**config.mk**
```make
export PLATFORM = sky130hd
export DESIGN_NAME = maj_lfsr_keygen
export DESIGN_NICKNAME = d
export VERILOG_FILES = /design/src/rtl/keygen_pkg.sv /design/src/rtl/keygen_lfsr_stage.sv /design/src/rtl/keygen_majority.sv /design/src/rtl/keygen_load_seq.sv /design/src/rtl/maj_lfsr_keygen.sv
export SDC_FILE = /design/constraint.sdc
export NUM_CORES = 1
export LEC_CHECK = 0
export CORE_ASPECT_RATIO = 1.25
export CORE_MARGIN = 4
export CORE_UTILIZATION = 45
export DETAILED_ROUTE_END_ITERATION = 7
export GPL_TIMING_DRIVEN = 0
export PLACE_DENSITY_LB_ADDON = 0.1
export REMOVE_ABC_BUFFERS = 1
export SLEW_MARGIN = 10
export SYNTH_ARGS = -nofsm -noshare
export SYNTH_HDL_FRONTEND = slang
export SYNTH_SLANG_ARGS = --single-unit
export TNS_END_PERCENT = 30
```
**constraint.sdc**
```tcl
create_clock -name clk -period 7.9 [get_ports clk]
set_input_delay 1.975 -clock clk [delete_from_list [all_inputs] [get_ports clk]]
set_output_delay 1.975 -clock clk [all_outputs]
set_load 0.01 [all_outputs]
```
**src/rtl/keygen_pkg.sv**
```systemverilog
package keygen_pkg;
  localparam int NUM_REG = 3;
  localparam int KEY_W   = 64;
  localparam int CNT_W   = $clog2(KEY_W);
  localparam int MAX_LEN = 32;

  localparam int REG_LEN [NUM_REG] = '{19, 22, 23};
  localparam int REG_VOTE[NUM_REG] = '{8, 10, 10};
  localparam logic [MAX_LEN-1:0] REG_TAPS[NUM_REG] = '{
    32'h0007_2000,   // bits 18,17,16,13
    32'h0030_0000,   // bits 21,20
    32'h0070_0080    // bits 22,21,20,7
  };
endpackage

```
**src/rtl/keygen_lfsr_stage.sv**
```systemverilog
module keygen_lfsr_stage #(
  parameter int                LEN      = 19,
  parameter logic [31:0]       TAPS     = 32'h0007_2000,
  parameter int                VOTE_BIT = 8
) (
  input  logic clk,
  input  logic rst_n,
  input  logic clear_i,
  input  logic step_i,
  input  logic inject_i,
  output logic msb_o,
  output logic vote_o
);
  localparam logic [LEN-1:0] MASK = TAPS[LEN-1:0];

  logic [LEN-1:0] state_q;
  logic [LEN-1:0] state_d;
  logic           state_en;
  logic           fb;

  always_comb begin
    fb       = (^(state_q & MASK)) ^ inject_i;
    state_en = clear_i | step_i;
    state_d  = state_q;
    if (clear_i)     state_d = '0;
    else if (step_i) state_d = {state_q[LEN-2:0], fb};
  end

  always_ff @(posedge clk or negedge rst_n) begin
    if (!rst_n)        state_q <= '0;
    else if (state_en) state_q <= state_d;
  end

  assign msb_o  = state_q[LEN-1];
  assign vote_o = state_q[VOTE_BIT];

  assert_clear_zero_R3: assert property (@(posedge clk) disable iff (!rst_n)
    clear_i |=> (state_q == '0));
  assert_hold_idle_R9: assert property (@(posedge clk) disable iff (!rst_n)
    (!clear_i && !step_i) |=> $stable(state_q));
endmodule

```
**src/rtl/keygen_majority.sv**
```systemverilog
module keygen_majority #(
  parameter int N = 3
) (
  input  logic [N-1:0] votes_i,
  output logic         maj_o,
  output logic [N-1:0] agree_o
);
  localparam int CW = $clog2(N + 1);
  logic [CW-1:0] ones;

  always_comb begin
    ones = '0;
    for (int i = 0; i < N; i++) ones = ones + CW'(votes_i[i]);
    maj_o = (ones > CW'(N / 2));
  end

  for (genvar g = 0; g < N; g++) begin : g_agree
    assign agree_o[g] = (votes_i[g] == maj_o);
  end
endmodule

```
**src/rtl/keygen_load_seq.sv**
```systemverilog
module keygen_load_seq
  import keygen_pkg::*;
(
  input  logic             clk,
  input  logic             rst_n,
  input  logic             load_i,
  input  logic [KEY_W-1:0] key_i,
  output logic             start_o,
  output logic             busy_o,
  output logic             key_bit_o
);
  logic             busy_q, busy_d;
  logic [CNT_W-1:0] cnt_q, cnt_d;
  logic [KEY_W-1:0] key_q, key_d;
  logic             seq_en;
  logic             last;

  always_comb begin
    start_o = load_i & ~busy_q;
    last    = (cnt_q == CNT_W'(KEY_W - 1));
    seq_en  = start_o | busy_q;
    busy_d  = busy_q;
    cnt_d   = cnt_q;
    key_d   = key_q;
    if (start_o) begin
      busy_d = 1'b1;
      cnt_d  = '0;
      key_d  = key_i;
    end else if (busy_q) begin
      cnt_d = cnt_q + 1'b1;
      key_d = key_q >> 1;
      if (last) busy_d = 1'b0;
    end
  end

  always_ff @(posedge clk or negedge rst_n) begin
    if (!rst_n) begin
      busy_q <= 1'b0;
      cnt_q  <= '0;
      key_q  <= '0;
    end else if (seq_en) begin
      busy_q <= busy_d;
      cnt_q  <= cnt_d;
      key_q  <= key_d;
    end
  end

  assign busy_o    = busy_q;
  assign key_bit_o = key_q[0];

  assert_load_len_R2: assert property (@(posedge clk) disable iff (!rst_n)
    $fell(busy_q) |-> ($past(cnt_q) == CNT_W'(KEY_W - 1)));
  assert_busy_keeps_R2: assert property (@(posedge clk) disable iff (!rst_n)
    (busy_q && !last) |=> busy_q);
endmodule

```
**src/rtl/maj_lfsr_keygen.sv**
```systemverilog
module maj_lfsr_keygen
  import keygen_pkg::*;
(
  input  logic             clk,
  input  logic             rst_n,
  input  logic [KEY_W-1:0] key_i,
  input  logic             load_i,
  output logic             busy_o,
  input  logic             ks_en_i,
  output logic             ks_bit_o,
  input  logic             data_i,
  output logic             data_o
);
  logic rst_meta, rst_sync_n;

  always_ff @(posedge clk or negedge rst_n) begin
    if (!rst_n) begin
      rst_meta   <= 1'b0;
      rst_sync_n <= 1'b0;
    end else begin
      rst_meta   <= 1'b1;
      rst_sync_n <= rst_meta;
    end
  end

  logic               start, busy, key_bit, run_en, maj;
  logic [NUM_REG-1:0] msb, vote, agree, step;

  keygen_load_seq u_seq (
    .clk      (clk),
    .rst_n    (rst_sync_n),
    .load_i   (load_i),
    .key_i    (key_i),
    .start_o  (start),
    .busy_o   (busy),
    .key_bit_o(key_bit)
  );

  keygen_majority #(.N(NUM_REG)) u_maj (
    .votes_i(vote),
    .maj_o  (maj),
    .agree_o(agree)
  );

  assign run_en = ks_en_i & ~busy & ~load_i;

  for (genvar g = 0; g < NUM_REG; g++) begin : g_reg
    assign step[g] = busy | (run_en & agree[g]);
    keygen_lfsr_stage #(
      .LEN     (REG_LEN[g]),
      .TAPS    (REG_TAPS[g]),
      .VOTE_BIT(REG_VOTE[g])
    ) u_stage (
      .clk     (clk),
      .rst_n   (rst_sync_n),
      .clear_i (start),
      .step_i  (step[g]),
      .inject_i(busy & key_bit),
      .msb_o   (msb[g]),
      .vote_o  (vote[g])
    );
  end

  assign ks_bit_o = ^msb;
  assign busy_o   = busy;

  logic data_d;
  always_comb data_d = data_i ^ ks_bit_o;

  always_ff @(posedge clk or negedge rst_sync_n) begin
    if (!rst_sync_n)  data_o <= 1'b0;
    else if (run_en)  data_o <= data_d;
  end

  assert_two_step_R5: assert property (@(posedge clk) disable iff (!rst_sync_n)
    run_en |-> ($countones(step) >= 2));
  assert_data_hold_R7: assert property (@(posedge clk) disable iff (!rst_sync_n)
    !run_en |=> $stable(data_o));
  assert_busy_ignores_en_R8: assert property (@(posedge clk) disable iff (!rst_sync_n)
    (busy_o && ks_en_i) |=> $stable(data_o));
  assert_idle_ks_stable_R9: assert property (@(posedge clk) disable iff (!rst_sync_n)
    (!busy_o && !ks_en_i && !load_i) |=> $stable(ks_bit_o));
endmodule

```
======== After elaboration in Yosys (flattened, before gate mapping) ========
Index checks and enable logic that the tools add are counted.
W data, S select, Z words.
word-level totals
  register bits after elaboration ......... 138
  input port bits ......................... 69
  output and inout port bits .............. 3
  word-level logic and storage cells ...... 62
cells by class
  add/sub/neg operators ................... 3
  magnitude comparators ................... 1
  equality and inequality tests ........... 4
  mux-type cells .......................... 13
  bitwise operators ....................... 20
  reduce and logical (&&, ||, !) cells .... 12
operators by type and width
  operator               count
  $mux W64               2
  $mux W23               2
  $mux W22               2
  $mux W19               2
  $reduce_xor A23 Y1     1
  $reduce_xor A22 Y1     1
  $reduce_xor A19 Y1     1
  $mux W6                2
  $reduce_and A2 Y1      4
  $reduce_bool A2 Y1     4
  $and A1 B1 Y1          7
  $or A1 B1 Y1           7
  $add A6 B1 Y6 const B  1
  $eq A6 B6 Y1 const B   1
  $xor A1 B1 Y1          4
  $eq A1 B1 Y1           3
  $mux W1                3
  $reduce_xor A3 Y1      1
  $add A1 B1 Y2          1
  $add A2 B1 Y2          1
  $gt A2 B1 Y1 const B   1
  $not A1 Y1             2

======== Longest topological paths before layout ========
  depth after elaboration ................. 8
  mapped depth ............................ 7
  gate-level depth less buffers ........... 5

======== Hierarchy ========
From an unflattened synthesis, not the netlist that was laid out.
second synthesis, totals
  cell total of the unflattened synthesis .. 550
  area total of the unflattened synthesis .. 6254.7 um^2
by module, submodules not included
  module                                instances  cells an instance  area each (um^2)  sequential area each (um^2)
  keygen_load_seq                       1          310                3305.7            1776.7
  keygen_lfsr_stage (g_reg[2].u_stage)  1          79                 983.4             575.6
  keygen_lfsr_stage (g_reg[1].u_stage)  1          72                 914.6             550.5
  keygen_lfsr_stage (g_reg[0].u_stage)  1          66                 822.0             475.5
  maj_lfsr_keygen                       1          16                 172.7             75.1
  keygen_majority                       1          7                  56.3              0.0

======== Worst setup path before layout ========
OpenSTA, ideal clock, no wires.
  path type ............................... input to register
  start ................................... in load_i
  end ..................................... reg g_reg[0].u_stage.state_q[10]
  setup time .............................. 65 ps
  arrival ................................. 3033 ps
  required time ........................... 7835 ps
  setup slack ............................. 4802 ps
  stages on the path ...................... 5
  buffers on the path ..................... 2
  cell sequence ........................... buf_2 -> or2_2 -> a21oi_2 -> buf_4 -> a22o_1
on the way
  word-level cells in the longest chain between the ends .. 6
  elaborated cells between the ends (all ways) .. 9
ends and longest elaborated chain
  element                                                                     RTL line                 RTL
  from (decl)                                                                 maj_lfsr_keygen.sv:7     input logic load_i,
  $not A1 Y1                                                                  maj_lfsr_keygen.sv:45    assign run_en = ks_en_i & ~busy & ~load_i;
  $and A1 B1 Y1                                                               maj_lfsr_keygen.sv:45
  $and A1 B1 Y1                                                               maj_lfsr_keygen.sv:48    assign step[g] = busy | (run_en & agree[g]);
  $or A1 B1 Y1                                                                maj_lfsr_keygen.sv:48
  $reduce_bool A2 Y1 (no source line) / $or A1 B1 Y1 (equally long branches)  -
  $reduce_and A2 Y1 (no source line)                                          -
  to (signal assigned)                                                        keygen_lfsr_stage.sv:31  else if (state_en) state_q <= state_d;
  to (decl)                                                                   keygen_lfsr_stage.sv:16  logic [LEN-1:0] state_q;
Several ways; a longest one is shown, not always the timed one.
A chain may end at the register's enable or synchronous reset.

======== Worst setup path in the final report ========
  start ................................... reg u_seq.busy_q, in the netlist u_seq.busy_o
  end ..................................... out busy_o
RTL lines
  element                 RTL line               RTL
  from (decl)             keygen_load_seq.sv:12  logic busy_q, busy_d;
  from (signal assigned)  keygen_load_seq.sv:42  busy_q <= busy_d;
  to (decl)               maj_lfsr_keygen.sv:8   output logic busy_o,
No word-level cell between the ends.

==> metrics.yaml <==
grt_usage_pct: 16.0
gr-max-usage-layer: "met2"
grt_max_degree: 99
fin_skew_ns: 0.00694
critPathKind: "flip-flop to primary output"
crit_arrival_ns: 2.05
synth_area_leaders: "dfrtp_1 (59%), mux2i_1 (11%), o21ai_0 (7.6%)"
synth_top_area_share_pct: 58.6
layout-drive-gt1-share_pct: 7.12
clk_latency_ns: 0.41
finalHoldViolations: 0
ctsResizeCount: 0
drtPass1Iterations: 4
dp.cells: 742
yosysWarnings: 0
ys_types: 31
final_cells: 772
fillCellCount: 1102
tightest_slew_ns: 0.892
maxSlewViolCount: 0
clock_path_buffers: 2
reg2reg_to: "g_reg[1].u_stage.state_q[2]"
yosysTopAreaCell: "dfrtp_1"
final_cell_mix: "dfrtp_1 (136), nand2_1 (114), o21ai_0 (90)"
clock.fmax_mhz: 248
numPortBuffers: 71
finalSetupTns_ns: 0
status: "completed"
synth_area_per_cell_sq_um: 11.0
wirelength_um: 11200
cts_sinks: 138
critPathCaptureType: "primary output"
tritoncts: "built"
root_buffer: "clkbuf_16"
met2_usage_pct: 25.2
fp.dieW_um: 110
drcViolationCount: 0
initial_core_util_pct: 46.1
ant_nets: 0
ys_ff_latch: 138
h-tree-depth: 4
cts_buffers: 17
rsz0062_at_grt: "no"
die_area_sq_um: 15000
worst_setup_path_start_kind: "flip-flop"
grt_pass1_vias: 3983
grt_util_met3_pct: 5.13
layout_commonest_cell: "dfrtp_1"
r2r_slack_ns: 5.44
grt.overflow.total: 0
area_delta_synth_final_pct: 24.7
path_clk_slew_ns: 0.06
critPathMaxFanout: 98
cts_setup_buffers: 0
netlist_area_sq_um: 5890
vdd_ir_drop_max_mv: 0.222
setup-violations-final: 0
wl_per_cell_um: 14.4
multi_input_area_sq_um: 2260
final_nets: 664
num_antenna_cells: 0
grt_util_met1_pct: 21.3
rr_worst_depth: 4
grt_pass1_wl_um: 19000
hold_buffers: 0
vias_per_cell: 5.20
p_leak_nw: 3.43
reg2reg_from: "u_seq.busy_o"
slew_headroom_pct: 40.6
utilization_pct: 57.5
seq_area_sq_um: 3460
dpl.hpwl_um: 7130
drtIter0Drc: 266
synth_cells: 535
rows: 46
p_per_area_nw_per_um2: 354
core_area_sq_um: 12800
dr_total_vias: 4012
yosysSeqAreaShare_pct: 58.6
die_h_um: 136
ioPinCount: 72
hold_path.class: "flip-flop to asynchronous set/reset pin"
max-cap-violations: 0
period_needed_ns: 4.03
crit_required_ns: 5.93
gp_congestion: 0.715
min_period_over_period_pct: 51.0
antenna_found_initial: 0
-- worst max-delay path by stage --
stage / depth (start not counted) / endpoint / from
after floorplan: 0 / data_o / rst_sync_n
after global placement: 4 / g_reg[2].u_stage.state_q[10] / load_i
after detailed placement: 4 / g_reg[2].u_stage.state_q[5] / ks_en_i
after CTS: 2 / busy_o / u_seq.busy_o
after global routing: 2 / busy_o / u_seq.busy_o
final: 2 / busy_o / u_seq.busy_o
-- cell usage after synthesis --
library cell,count
and3_1,2
or2_2,1
nand2b_1,1
buf_4,3
a211o_1,2
clkbuf_1,16
ha_1,2
dfrtp_1,138
a2111oi_0,2
o21ai_0,90
conb_1,1
xnor2_1,9
mux2i_1,64
o31ai_1,1
buf_1,2
nor2b_1,1
a21oi_2,2
or3b_1,1
xnor3_1,2
nor2_1,7
buf_2,16
a31oi_4,1
a21o_1,2
nand4_1,1
xor2_1,2
a31oi_1,2
inv_1,3
a21oi_1,5
nand3_1,2
nand2_1,114
a22o_1,40
-- through the flow --
| stage | setup slack (ns) | hold WS (ns) | power, mW | area [sq um] |
|---|---|---|---|---|
| after floorplan | 3.77 | 0.331 | 1.63 | 5720 |
| final | 3.87 | 0.290 | 2.60 | 7340 |
| after global routing | 3.72 | 0.338 | 2.79 | 7340 |
| after detailed placement | 4.03 | 0.307 | 1.83 | 6760 |
| after CTS | 3.84 | 0.311 | 2.64 | 7340 |
| after global placement | 0.429 | 0.337 | 1.80 | 6640 |
-- cell type report --
class	instances	share of cell area [%]
well taps	168	2.86
multi-input cells	357	30.8
inverters	3	0.153
clock buffers	17	5.79
flip-flops and latches	138	47.1
clock inverters	13	2.11
repair buffers	76	11.2
-- registers in the layout, summed over array words and instances (netlist names) --
name and cells:
g.u_stage.state_q 64, u_seq.key_q 64, u_seq.cnt_q 6, data_o 1
rst_meta 1, rst_sync_n 1, u_seq.busy_o 1
-- cell families (layout without fill, tap and decap cells) --
| logic type | after synthesis | after routing | share of synthesized area (%) |
|---|---|---|---|
| AOI/OAI and AO/OA | 147 | 147 | 15.9 |
| DFF | 138 | 138 | 58.6 |
| other | 1 | 1 | 0.0637 |
| and+or+nand+nor | 130 | 130 | 8.67 |
| buffers and inverters | 40 | 109 | 3.08 |
| adders and majority gates | 2 | 2 | 0.425 |
| xor gates and xnor gates | 13 | 13 | 2.40 |
| muxes | 64 | 64 | 10.9 |
-- critical path: stages, from the launching register on --
cell and delay (ns):
dfrtp_4 0.67, buf_16 0.34, clkdlybuf4s50_1 0.60
-- report_power, final --
group / switching, mW / leakage, nW / internal [mW] / total, mW
sequential: 0.191 / 1.71 / 1.01 / 1.20
combinational: 0.271 / 1.44 / 0.349 / 0.620
clock: 0.292 / 0.280 / 0.490 / 0.782
-- layer usage --
| metal | routed length [um] | up-vias |
|---|---|---|
| met3 | 613 | 11 |
| met5 | 0 | - |
| met2 | 5280 | 86 |
| met4 | 103 | 0 |
| li1 | - | 1986 |
| met1 | 5160 | 1929 |
Note: power is estimated with default switching activity, not from simulation.
